[src/rtl/ivc_pkg.sv]
// Package: shared types for the interrupt controller.
// Assumes: nothing; holds only the action encoding used by the top.
package ivc_pkg;

    // What the controller does with the level stack in a cycle.
    typedef enum logic [1:0] {
        ACT_IDLE   = 2'd0,
        ACT_TAKE   = 2'd1,
        ACT_RETURN = 2'd2
    } ivc_act_e;

endpackage

[src/rtl/ivc_cfg_regs.sv]
// Module: ivc_cfg_regs
// Holds the mask register and one vector register per maskable line.
// Address 0 selects the mask; address n+1 selects the vector of line n.
// Writes to any other address are dropped.
// Assumes: DATA_W covers both NUM_LINES and VEC_W.
module ivc_cfg_regs #(
    parameter int NUM_LINES = 8,
    parameter int VEC_W     = 8,
    parameter int DATA_W    = 8,
    parameter int ADDR_W    = 4
) (
    input  logic                            clk,
    input  logic                            rst_n,
    input  logic                            we,
    input  logic [ADDR_W-1:0]               addr,
    input  logic [DATA_W-1:0]               wdata,
    output logic [NUM_LINES-1:0]            mask,
    output logic [NUM_LINES-1:0][VEC_W-1:0] vec_tbl
);

    // Mask register: reset disables every line, address 0 reloads it.
    always_ff @(posedge clk) begin
        if (!rst_n) begin
            mask <= '0;
        end else if (we && addr == '0) begin
            mask <= wdata[NUM_LINES-1:0];
        end
    end

    // One vector register per line, each with its own address.
    for (genvar n = 0; n < NUM_LINES; n++) begin : g_vec
        // Vector of line n: resets to n+1, loaded from address n+1.
        always_ff @(posedge clk) begin
            if (!rst_n) begin
                vec_tbl[n] <= VEC_W'(n + 1);
            end else if (we && addr == ADDR_W'(n + 1)) begin
                vec_tbl[n] <= wdata[VEC_W-1:0];
            end
        end
    end

    // A mask write lands on the next cycle.
    a_r3_mask_load: assert property (@(posedge clk) disable iff (!rst_n)
        (we && addr == '0) |=> mask == $past(wdata[NUM_LINES-1:0]));

    // Writes above the last vector address leave the mask alone.
    a_r11_oob_mask: assert property (@(posedge clk) disable iff (!rst_n)
        (we && addr > ADDR_W'(NUM_LINES)) |=> $stable(mask));

    // Writes above the last vector address leave the vectors alone.
    a_r11_oob_vec: assert property (@(posedge clk) disable iff (!rst_n)
        (we && addr > ADDR_W'(NUM_LINES)) |=> $stable(vec_tbl));

endmodule

[src/rtl/ivc_prio_pick.sv]
// Module: ivc_prio_pick
// Fixed-priority encoder over the non-maskable line and the enabled
// maskable lines. Level 0 is the non-maskable line and level n+1 is line n.
// A lower level is more urgent.
// Assumes: the caller has already applied the mask to the maskable lines.
module ivc_prio_pick #(
    parameter int NUM_LINES = 8,
    parameter int LVL_W     = 4
) (
    input  logic                 nmi,
    input  logic [NUM_LINES-1:0] enabled_lines,
    output logic                 valid,
    output logic [LVL_W-1:0]     level
);

    localparam logic [LVL_W-1:0] IDLE_LVL = LVL_W'(NUM_LINES + 1);

    // Scan from the least urgent line upward so the most urgent one wins.
    always_comb begin
        valid = 1'b0;
        level = IDLE_LVL;
        for (int i = NUM_LINES - 1; i >= 0; i--) begin
            if (enabled_lines[i]) begin
                valid = 1'b1;
                level = LVL_W'(i + 1);
            end
        end
        if (nmi) begin
            valid = 1'b1;
            level = '0;
        end
    end

endmodule

[src/rtl/ivc_level_stack.sv]
// Module: ivc_level_stack
// Holds the level in service and a stack of the levels it interrupted.
// A push saves the current level and installs the new one.
// A pop restores the most recently saved level.
// A pop on an empty stack is ignored.
// Assumes: push and pop are never high together, and each push carries a
// strictly more urgent level, so DEPTH = NUM_LINES+1 is never exceeded.
module ivc_level_stack #(
    parameter int DEPTH = 9,
    parameter int LVL_W = 4
) (
    input  logic             clk,
    input  logic             rst_n,
    input  logic             push,
    input  logic [LVL_W-1:0] push_level,
    input  logic             pop,
    output logic [LVL_W-1:0] cur_level,
    output logic             empty
);

    localparam int               PTR_W    = $clog2(DEPTH + 1);
    localparam logic [LVL_W-1:0] IDLE_LVL = LVL_W'(DEPTH);

    logic [PTR_W-1:0] sp;
    logic [LVL_W-1:0] saved [DEPTH];
    logic [LVL_W-1:0] top_level;

    assign empty = (sp == '0);

    // Stack pointer: count up on push, count down on a pop that has an entry.
    always_ff @(posedge clk) begin
        if (!rst_n) begin
            sp <= '0;
        end else if (push) begin
            sp <= sp + 1'b1;
        end else if (pop && !empty) begin
            sp <= sp - 1'b1;
        end
    end

    // Stack entries: entry i saves the level in service when sp equals i.
    for (genvar i = 0; i < DEPTH; i++) begin : g_slot
        // Entry i: reset to idle, written on a push at depth i.
        always_ff @(posedge clk) begin
            if (!rst_n) begin
                saved[i] <= IDLE_LVL;
            end else if (push && sp == PTR_W'(i)) begin
                saved[i] <= cur_level;
            end
        end
    end

    // Read the entry just below the stack pointer.
    always_comb begin
        top_level = IDLE_LVL;
        for (int i = 0; i < DEPTH; i++) begin
            if (sp == PTR_W'(i + 1)) begin
                top_level = saved[i];
            end
        end
    end

    // Level in service: a push installs the new level, a pop restores the saved one.
    always_ff @(posedge clk) begin
        if (!rst_n) begin
            cur_level <= IDLE_LVL;
        end else if (push) begin
            cur_level <= push_level;
        end else if (pop && !empty) begin
            cur_level <= top_level;
        end
    end

    // Nesting never runs past the last entry.
    a_r9_no_overflow: assert property (@(posedge clk) disable iff (!rst_n)
        push |-> sp < PTR_W'(DEPTH));

    // Only a strictly more urgent level may be installed.
    a_r5_push_strict: assert property (@(posedge clk) disable iff (!rst_n)
        push |-> push_level < cur_level);

    // A pop that has an entry moves back to a less urgent level.
    a_r9_pop_lowers: assert property (@(posedge clk) disable iff (!rst_n)
        (pop && !push && !empty) |=> cur_level > $past(cur_level));

    // A pop on an empty stack changes nothing.
    a_r9_empty_pop: assert property (@(posedge clk) disable iff (!rst_n)
        (pop && !push && empty) |=> $stable(cur_level));

endmodule

[src/rtl/prio_vec_intc.sv]
// Module: prio_vec_intc (top)
// Prioritized, vectored interrupt controller with nesting:
//   - picks the most urgent enabled source;
//   - raises cpu_irq when that source outranks the level in service;
//   - on acknowledge, pushes the level in service and issues the source's
//     vector for one cycle;
//   - on interrupt return, pops back to the saved level.
// Assumes: the CPU pulses cpu_ack and cpu_iret for one cycle each.
// A return in the same cycle as an acknowledge wins, and the acknowledge
// is dropped.
module prio_vec_intc #(
    parameter int                  NUM_LINES = 8,
    parameter int                  VEC_W     = 8,
    parameter logic [VEC_W-1:0]    NMI_VEC   = 8'h80,
    localparam int                 LVL_W     = $clog2(NUM_LINES + 2),
    localparam int                 ADDR_W    = $clog2(NUM_LINES + 1),
    localparam int                 DATA_W    = (NUM_LINES > VEC_W) ? NUM_LINES : VEC_W
) (
    input  logic                 clk,
    input  logic                 rst_n,
    input  logic [NUM_LINES-1:0] irq_lines,
    input  logic                 nmi_line,
    input  logic                 cfg_we,
    input  logic [ADDR_W-1:0]    cfg_addr,
    input  logic [DATA_W-1:0]    cfg_wdata,
    input  logic                 cpu_ack,
    input  logic                 cpu_iret,
    output logic                 cpu_irq,
    output logic [LVL_W-1:0]     cpu_prio,
    output logic                 vec_valid,
    output logic [VEC_W-1:0]     vec_out,
    output logic [LVL_W-1:0]     cur_level
);

    import ivc_pkg::*;

    logic [NUM_LINES-1:0]            mask;
    logic [NUM_LINES-1:0][VEC_W-1:0] vec_tbl;
    logic                            cand_valid;
    logic [LVL_W-1:0]                cand_level;
    logic [VEC_W-1:0]                cand_vec;
    logic                            stack_empty;
    ivc_act_e                        act;

    ivc_cfg_regs #(
        .NUM_LINES (NUM_LINES),
        .VEC_W     (VEC_W),
        .DATA_W    (DATA_W),
        .ADDR_W    (ADDR_W)
    ) u_cfg (
        .clk     (clk),
        .rst_n   (rst_n),
        .we      (cfg_we),
        .addr    (cfg_addr),
        .wdata   (cfg_wdata),
        .mask    (mask),
        .vec_tbl (vec_tbl)
    );

    ivc_prio_pick #(
        .NUM_LINES (NUM_LINES),
        .LVL_W     (LVL_W)
    ) u_pick (
        .nmi           (nmi_line),
        .enabled_lines (irq_lines & mask),
        .valid         (cand_valid),
        .level         (cand_level)
    );

    // Request toward the CPU only for a strictly more urgent source.
    assign cpu_irq  = cand_valid && (cand_level < cur_level);
    assign cpu_prio = cand_level;

    // Decide the stack action: a return beats an acknowledge in the same cycle.
    always_comb begin
        act = ACT_IDLE;
        if (cpu_iret) begin
            act = stack_empty ? ACT_IDLE : ACT_RETURN;
        end else if (cpu_ack && cpu_irq) begin
            act = ACT_TAKE;
        end
    end

    ivc_level_stack #(
        .DEPTH (NUM_LINES + 1),
        .LVL_W (LVL_W)
    ) u_stack (
        .clk        (clk),
        .rst_n      (rst_n),
        .push       (act == ACT_TAKE),
        .push_level (cand_level),
        .pop        (act == ACT_RETURN),
        .cur_level  (cur_level),
        .empty      (stack_empty)
    );

    // Select the vector of the chosen source: fixed for the non-maskable line.
    always_comb begin
        cand_vec = NMI_VEC;
        for (int i = 0; i < NUM_LINES; i++) begin
            if (cand_level == LVL_W'(i + 1)) begin
                cand_vec = vec_tbl[i];
            end
        end
    end

    // Vector output: driven for one cycle after an accepted acknowledge, else 0.
    always_ff @(posedge clk) begin
        if (!rst_n) begin
            vec_valid <= 1'b0;
            vec_out   <= '0;
        end else if (act == ACT_TAKE) begin
            vec_valid <= 1'b1;
            vec_out   <= cand_vec;
        end else begin
            vec_valid <= 1'b0;
            vec_out   <= '0;
        end
    end

    // The vector appears only after an accepted acknowledge with no return.
    a_r6_vec_after_ack: assert property (@(posedge clk) disable iff (!rst_n)
        vec_valid |-> $past(cpu_ack && cpu_irq && !cpu_iret));

    // The vector strobe never lasts more than one cycle.
    a_r6_vec_pulse: assert property (@(posedge clk) disable iff (!rst_n)
        vec_valid |=> !vec_valid || $past(cpu_ack && cpu_irq && !cpu_iret));

    // The vector lines are quiet while no vector is valid.
    a_r7_vec_quiet: assert property (@(posedge clk) disable iff (!rst_n)
        !vec_valid |-> vec_out == '0);

    // The non-maskable line always heads the pick.
    a_r4_nmi_top: assert property (@(posedge clk) disable iff (!rst_n)
        nmi_line |-> cpu_prio == '0);

    // A raised request is always more urgent than the level in service.
    a_r5_irq_strict: assert property (@(posedge clk) disable iff (!rst_n)
        cpu_irq |-> cpu_prio < cur_level);

    // An accepted acknowledge installs the acknowledged level.
    a_r6_level_taken: assert property (@(posedge clk) disable iff (!rst_n)
        (cpu_ack && cpu_irq && !cpu_iret) |=> cur_level == $past(cpu_prio));

endmodule

[config.mk]
export PLATFORM = sky130hd
export DESIGN_NAME = prio_vec_intc
export DESIGN_NICKNAME = d
export VERILOG_FILES = /design/src/rtl/ivc_pkg.sv /design/src/rtl/ivc_cfg_regs.sv /design/src/rtl/ivc_prio_pick.sv /design/src/rtl/ivc_level_stack.sv /design/src/rtl/prio_vec_intc.sv
export SDC_FILE = /design/constraint.sdc
export NUM_CORES = 1
export LEC_CHECK = 0
export BUFFER_PORTS_ARGS = -buffer_cell sky130_fd_sc_hd__buf_2
export CORE_MARGIN = 2
export CORE_UTILIZATION = 30
export CTS_CLUSTER_SIZE = 30
export DETAILED_ROUTE_END_ITERATION = 6
export GPL_ROUTABILITY_DRIVEN = 0
export PLACE_DENSITY = 0.43
export SYNTH_ARGS = -nofsm -noshare
export SYNTH_HDL_FRONTEND = slang
export SYNTH_SLANG_ARGS = --single-unit
export TNS_END_PERCENT = 5
[constraint.sdc]
create_clock -name clk -period 5.9 [get_ports clk]
set_input_delay 0.295 -clock clk [delete_from_list [all_inputs] [get_ports clk]]
set_output_delay 0.295 -clock clk [all_outputs]
set_load 0.01 [all_outputs]
==> key figures, run 1 <==
CTS
  • Number of H-tree levels: 4
  • Buffer depth of the longest clock path: 2
  • CTS tree: done
  • Clock Root Buffer: sky130_fd_sc_hd__clkbuf_16
  • Later-pin clock latency in the skew report: 0.42 ns
  • Clock tree sinks: 125
  • Post-CTS setup buffer count: 0
  • Count of hold-fix buffers inserted at cts: 0
  • Post-CTS clock slew at the launch and capture registers of the worst setup and hold paths: approximately 0.060 ns
  • Resize count post-CTS: 0
  • CTS buffer count: 17

Floorplan
  • Number of rows in the core area: 51
  • Initial core utilization: between 30 and 40%
  • I/O pin total: 44
  • Die Width: ~140 um
  • Die height: ~140 um
  • Full die area: ~0.021 mm^2
  • Core Area: between 0.015 and 0.02 mm^2

Timing
  • Final number of hold-violating endpoints: 0
  • Final Max Tran Viols: 0
  • Worst Max-Slew Pin Slew: around 1.2 ns
  • Shortest period the worst path allows: just under 4 ns
  • Final setup TNS: 0 ns
  • Headroom to the max-slew limit: 21.7%
  • RSZ-0062 raised after global routing: false
  • Clock Skew: roughly 0.016 ns
  • Maximum clock frequency: 259 MHz
  • Number of failing setup endpoints in the final timing report: 0
  • Final clock period utilization by the worst path: 65.5%

Logic synthesis
  • Mapped Avg Cell Area: approximately 9.6 um^2
  • Count of flip-flops with a built-in enable after synthesis: 36
  • Synth Register Bits: between 100 and 150
  • Synth top area cells: sky130_fd_sc_hd__dfxtp_1 (30%), sky130_fd_sc_hd__edfxtp_1 (18%), sky130_fd_sc_hd__mux2i_1 (12%), sky130_fd_sc_hd__nor2_1 (6.0%), sky130_fd_sc_hd__nand2_1 (3.6%)
  • Syn nets: 650
  • Part of the Yosys area used for sequential elements: 48.5%
  • Post-synth top area share: between 30% and 40%
  • Netlist area before placement: 0.00591 mm^2
  • Top cell types by occurrence after synthesis: sky130_fd_sc_hd__nor2_1 (94), sky130_fd_sc_hd__dfxtp_1 (89), sky130_fd_sc_hd__mux2i_1 (73), sky130_fd_sc_hd__nand2_1 (56), sky130_fd_sc_hd__edfxtp_1 (36)
  • Post-Synthesis Cells: around 600
  • Most used flip-flop cell after synthesis: sky130_fd_sc_hd__dfxtp_1
  • Asr flop ratio synth: 0%
  • Synth warn: 0
  • Count of unique library cells instantiated by Yosys: 60
  • Count leader, synth: sky130_fd_sc_hd__nor2_1
  • Largest area contributor in the netlist: sky130_fd_sc_hd__dfxtp_1

Drt
  • First-pass iteration count of the detailed router: 5
  • Vias: 4796
  • Drt wl/cell: around 20 um
  • Wire length after detailed routing: approximately 18000 um
  • Routed vias/inst: approximately 5.2
  • Starting DRC count in detailed routing: ~330
  • DRC violations left: 0
  • Number of nets with antenna violations after routing: 0

Setup path
  • Class of the most critical setup path: reg2reg
  • Kind of end point of the critical path: flip-flop
  • Data arrival at the endpoint of the critical path: 3.91 ns
  • Slack of the worst reg-to-reg path: a little over 2 ns
  • Worst-path maximum fanout: 15
  • Required time of the critical path: slightly below 6 ns
  • Element type at the critical path start: flip-flop

Pwr
  • Final Power: roughly 0.0026 W
  • Worst ir drop on vdd: approximately 0.19 mV
  • Total power divided by cell area: 370 mW/mm^2
  • Static Leakage: between 2 and 3 nW

Placed design
  • Port buffer count: between 40 and 50
  • DPL Wire Length: 12900 um

Final layout
  • # fillers: 2016
  • Share of post-route cells with drive strength above 1: roughly 16%
  • Area taken by flip-flops and latches: between 0.002 and 0.003 mm^2
  • Final layout net count: around 670
  • Area added between synthesis and finish: 17.3%
  • Antenna cells: 0
  • Area of the multi-input gates: 0.00280 mm^2

Global route
  • First-pass GRT wire length: between 20000 and 30000 um
  • Overflow left after global routing: 0
  • Number of antenna violations at the first check in global routing: 0
  • Vias in the first global route: about 4700
  • Total GRT Usage: a little under a fifth
  • Largest net degree at the start of global routing: 64

Run
  • Max-capacitance violation count: 0

Status
  • Run status: finished, final reports clean

Min path
  • Worst min-delay path class: in2reg
[cell usage in the layout (no fill, tap or decap), drive strengths merged, types with 15 or more instances in the layout]
cell type and count:
nand3 15, inv 20, buf 47, nand2 59, nor4 19, dfxtp 89, edfxtp 36, clkbuf 17
mux2i 73, nor2 97, o21ai 26
[cells by family (layout without fill, tap and decap cells)]
kind of cell	Yosys count	after routing	synth area share [%]
mux	75	75	12.8
compound gates	112	112	13.7
fa+ha+maj	7	7	1.48
flops	125	125	48.5
simple gates	236	236	19.3
buf+inv	62	98	4.26
[registers in the layout, indices dropped and copies added (netlist names)]
register,flops
u_stack.saved,36
u_stack.cur_level,4
u_cfg.vec_tbl,64
vec_out,8
u_cfg.mask,8
vec_valid,1
u_stack.sp,4
[critical path, stage by stage (launching register included)]
cell and delay [ns]:
sky130_fd_sc_hd__dfxtp_1 0.35, sky130_fd_sc_hd__and2_1 0.34, sky130_fd_sc_hd__nor2_1 0.11, sky130_fd_sc_hd__o211ai_1 0.22, sky130_fd_sc_hd__inv_2 0.22, sky130_fd_sc_hd__ha_1 0.35, sky130_fd_sc_hd__o21ai_1 0.08, sky130_fd_sc_hd__nand2b_1 0.09
sky130_fd_sc_hd__a32oi_1 0.36, sky130_fd_sc_hd__o211ai_2 0.42, sky130_fd_sc_hd__or2_1 0.42, sky130_fd_sc_hd__o21ai_0 0.50
[cell type report]
class | instances | area share (%)
inverters | 19 | 1.03
flip-flops and latches | 125 | 41.3
well taps | 265 | 4.79
repair buffers | 47 | 3.54
clock inverters | 15 | 2.82
clock buffers | 17 | 6.14
multi-input cells | 430 | 40.4
[stage by stage]
| stage | area [um^2] | hold slack [ns] | util (%) | worst slack, ns | std cells |
|---|---|---|---|---|---|
| floorplan | 5910 | 0.436 | - | 2.73 | 617 |
| global placement | 6310 | 0.454 | 32.5 | 2.24 | 886 |
| detailed placement | 6310 | 0.458 | 32.5 | 2.07 | 886 |
| CTS | 6930 | 0.266 | 35.7 | 2.12 | 918 |
| global route | 6930 | 0.288 | 35.7 | 1.79 | 918 |
| finish | 6930 | 0.278 | 35.7 | 2.04 | 918 |
[path summary, 6_finish.rpt]
path	from	endpoint	cells after the start
setup / recovery	u_cfg.mask[1]	u_stack.saved[6][3]	11
hold / removal	cfg_wdata[1]	u_cfg.vec_tbl[49]	3
setup reg to reg	u_cfg.mask[1]	u_stack.saved[6][3]	11
hold reg to reg	u_cfg.vec_tbl[32]	u_cfg.vec_tbl[32]	2
[where the power goes]
group | leakage [nW] | total [W] | switching (W) | internal (W)
sequential | 1.03 | 0.000975 | 0.0000557 | 0.000920
clock | 0.293 | 0.00110 | 0.000396 | 0.000704
combinational | 1.27 | 0.000489 | 0.000341 | 0.000149
total | 2.59 | 0.00256 | 0.000792 | 0.00177
[metal layers]
layer	vias up	track usage (%)	routed length, um
met4	0	5.26	208
met3	16	3.58	882
met5	-	0	0
met1	2349	24.5	8420
met2	149	29.6	8570
li1	2282	-	-
Note: power is estimated with default switching activity, not from simulation.
==> inputs of run 2 (changes only) <==
==> constraint.sdc (replaced) <==
create_clock -name clk -period 3.67 [get_ports clk]
set_input_delay 0.1835 -clock clk [delete_from_list [all_inputs] [get_ports clk]]
set_output_delay 0.1835 -clock clk [all_outputs]
set_load 0.01 [all_outputs]
==> run 2 against run 1 <==
Clock power up 55%; critical path type unchanged; largest cell class unchanged; final area grew 0.23%; utilization is 0.084 points higher; fmax increased by 18%; non-clock buffer count rose by 5.
==> key figures, run 2 (synthesis results as in run 1) <==
Pwr
  • Total power divided by cell area: between 500 and 600 mW/mm^2
  • Static Leakage: 2.60 nW
  • Worst ir drop on vdd: just over 0.3 mV

Timing
  • RSZ-0062 raised after global routing: false
  • Number of failing setup endpoints in the final timing report: 0
  • Maximum clock frequency: a little over 300 MHz
  • Final number of hold-violating endpoints: 0
  • Shortest period the worst path allows: around 3.3 ns
  • Final clock period utilization by the worst path: between 80% and 90%
  • Final Max Tran Viols: 0
  • Worst Max-Slew Pin Slew: 1.14 ns
  • Final setup TNS: 0 ns
  • Headroom to the max-slew limit: between 20% and 30%
  • Clock Skew: between 0.01 and 0.015 ns

Drt
  • Routed vias/inst: approximately 5
  • Starting DRC count in detailed routing: ~320
  • DRC violations left: 0
  • Number of nets with antenna violations after routing: 0
  • First-pass iteration count of the detailed router: 5
  • Wire length after detailed routing: 18100 um
  • Drt wl/cell: around 20 um
  • Vias: about 4700

Global route
  • Number of antenna violations at the first check in global routing: 0
  • First-pass GRT wire length: between 20000 and 30000 um
  • Vias in the first global route: a little under 5000
  • Overflow left after global routing: 0
  • Total GRT Usage: a little under a fifth
  • Largest net degree at the start of global routing: 64

Final layout
  • Largest register FFs: 64
  • Final layout net count: 678
  • Largest registers in the final layout: u_cfg.vec_tbl (64), u_stack.saved (36)
  • Most frequent cells in the layout: sky130_fd_sc_hd__nor2_1 (94), sky130_fd_sc_hd__dfxtp_1 (89), sky130_fd_sc_hd__mux2i_1 (73)
  • Most flop-heavy register: u_cfg.vec_tbl
  • Antenna cells: 0
  • Total non-filler cell area in the finished layout: about 0.0069 mm^2
  • Leading cell type in the layout, fill and taps excluded: sky130_fd_sc_hd__nor2_1
  • # fillers: ~2000
  • Share of post-route cells with drive strength above 1: ~16%
  • Final instance count without filler cells: between 900 and 1000
  • Area added between synthesis and finish: 17.6%

CTS
  • Resize count post-CTS: 0
  • Post-CTS setup buffer count: 0
  • Number of H-tree levels: 4
  • Buffer depth of the longest clock path: 2
  • Later-pin clock latency in the skew report: about 0.42 ns
  • Post-CTS clock slew at the launch and capture registers of the worst setup and hold paths: around 0.06 ns
  • CTS buffer count: 17
  • CTS tree: done
  • Clock Root Buffer: sky130_fd_sc_hd__clkbuf_16
  • Clock tree sinks: approximately 130
  • Count of hold-fix buffers inserted at cts: 0

Setup path
  • Worst-path maximum fanout: 9
  • Required time of the critical path: around 3.7 ns
  • Class of the most critical setup path: reg2reg
  • Kind of end point of the critical path: flip-flop
  • Crit path max-delay cell type: sky130_fd_sc_hd__o21ai_0
  • Data arrival at the endpoint of the critical path: roughly 3.3 ns
  • Worst r2r src: u_cfg.mask[1]
  • Element type at the critical path start: flip-flop
  • Critical path's largest stage delay: ~0.47 ns
  • Number of cells traversed by the worst register-to-register path: 11
  • Worst r2r dst: u_stack.saved[6][0]
  • CP cell instances: and2_1 -> nor2_1 -> o211ai_1 -> inv_2 -> ha_1 -> o21ai_1 -> nand2b_1 -> a32oi_1 -> o211ai_2 -> or2_1 -> o21ai_0
  • Slack of the worst reg-to-reg path: 0.39 ns

Floorplan
  • I/O pin total: between 40 and 50
  • Initial core utilization: a little under a third
  • Die height: about 140 um
  • Die Width: ~140 um
  • Number of rows in the core area: 51
  • Core Area: ~0.019 mm^2
  • Full die area: ~0.021 mm^2

Min path
  • Number of cells on the worst hold path: 3
  • Worst Min Path Start: cfg_wdata[3]
  • End of the worst hold path: u_cfg.mask[3]
  • Worst min-delay path class: in2reg

Placed design
  • Cells after DPL: ~890
  • Port buffer count: 43
  • Post-place instance area: 0.00634 mm^2
  • DPL Wire Length: ~13000 um

Run
  • Max-capacitance violation count: 0

Status
  • Run status: finished, final reports clean
## run 2: cell count changes in the layout (fill, tap and decap cells not counted), sizes merged
cell	before	now
buf	47	52
clkinv	6	4
clkinvlp	4	6
bufinv	4	3
clkbuf	17	18
## run 2: layout make-up
class                      instances  area [um^2]  area share [%]
sequential                       125         2860            41.2
multi-input combinational        430         2800            40.3
clock buffer                      18          429            6.18
tap                              265          332            4.77
timing repair buffer              52          283            4.07
clock inverter                    14          170            2.45
inverter                          19         71.3            1.03
## run 2: layer usage
layer / wire length (um) / up-vias / global-route usage (%)
li1: - / 2299 / -
met1: 9000 / 2334 / 25.4
met2: 8250 / 92 / 28.9
met3: 666 / 15 / 3.97
met4: 204 / 0 / 4.55
met5: 0 / - / 0
## run 2: metrics by stage
| stage | power, W | hold slack (ns) | utilization (%) | setup WS (ns) |
|---|---|---|---|---|
| 6_report | 0.00407 | 0.195 | 35.8 | 0.393 |
| 5_1_grt | 0.00427 | 0.189 | 35.8 | 0.132 |
| 4_1_cts | 0.00410 | 0.166 | 35.8 | 0.407 |
| 3_5_place_dp | 0.00240 | 0.463 | 32.7 | 0.424 |
| 3_3_place_gp | 0.00239 | 0.453 | 32.7 | 0.516 |
| 2_1_floorplan | 0.00212 | 0.345 | - | 0.509 |
## run 2: how the worst max path moves through the flow
stage	end	slack (ns)	start
final	u_stack.saved[6][0]	0.39	u_cfg.mask[1]
after detailed placement	u_stack.saved[7][1]	0.42	u_cfg.mask[1]
after global placement	u_stack.saved[7][1]	0.52	u_cfg.mask[1]
after CTS	u_stack.saved[7][3]	0.41	u_cfg.mask[1]
after global routing	u_stack.saved[4][0]	0.13	u_cfg.mask[0]
after floorplan	u_stack.saved[4][0]	0.51	u_cfg.mask[6]
## run 2: power by group
group          switching, W  internal [W]  total [W]
Sequential        0.0000907       0.00148    0.00157
Combinational      0.000559      0.000245   0.000804
Clock              0.000632       0.00107    0.00170
## run 2: worst max-delay path: cells and delay by family, from the launching register on
kind | cells | cell delay, ns
AO/OA/AOI/OAI | 5 | 1.30
adder cells (fa/ha/maj) | 1 | 0.31
flip-flops | 1 | 0.36
AND/OR/NAND/NOR | 4 | 0.88
buffers and inverters | 1 | 0.07
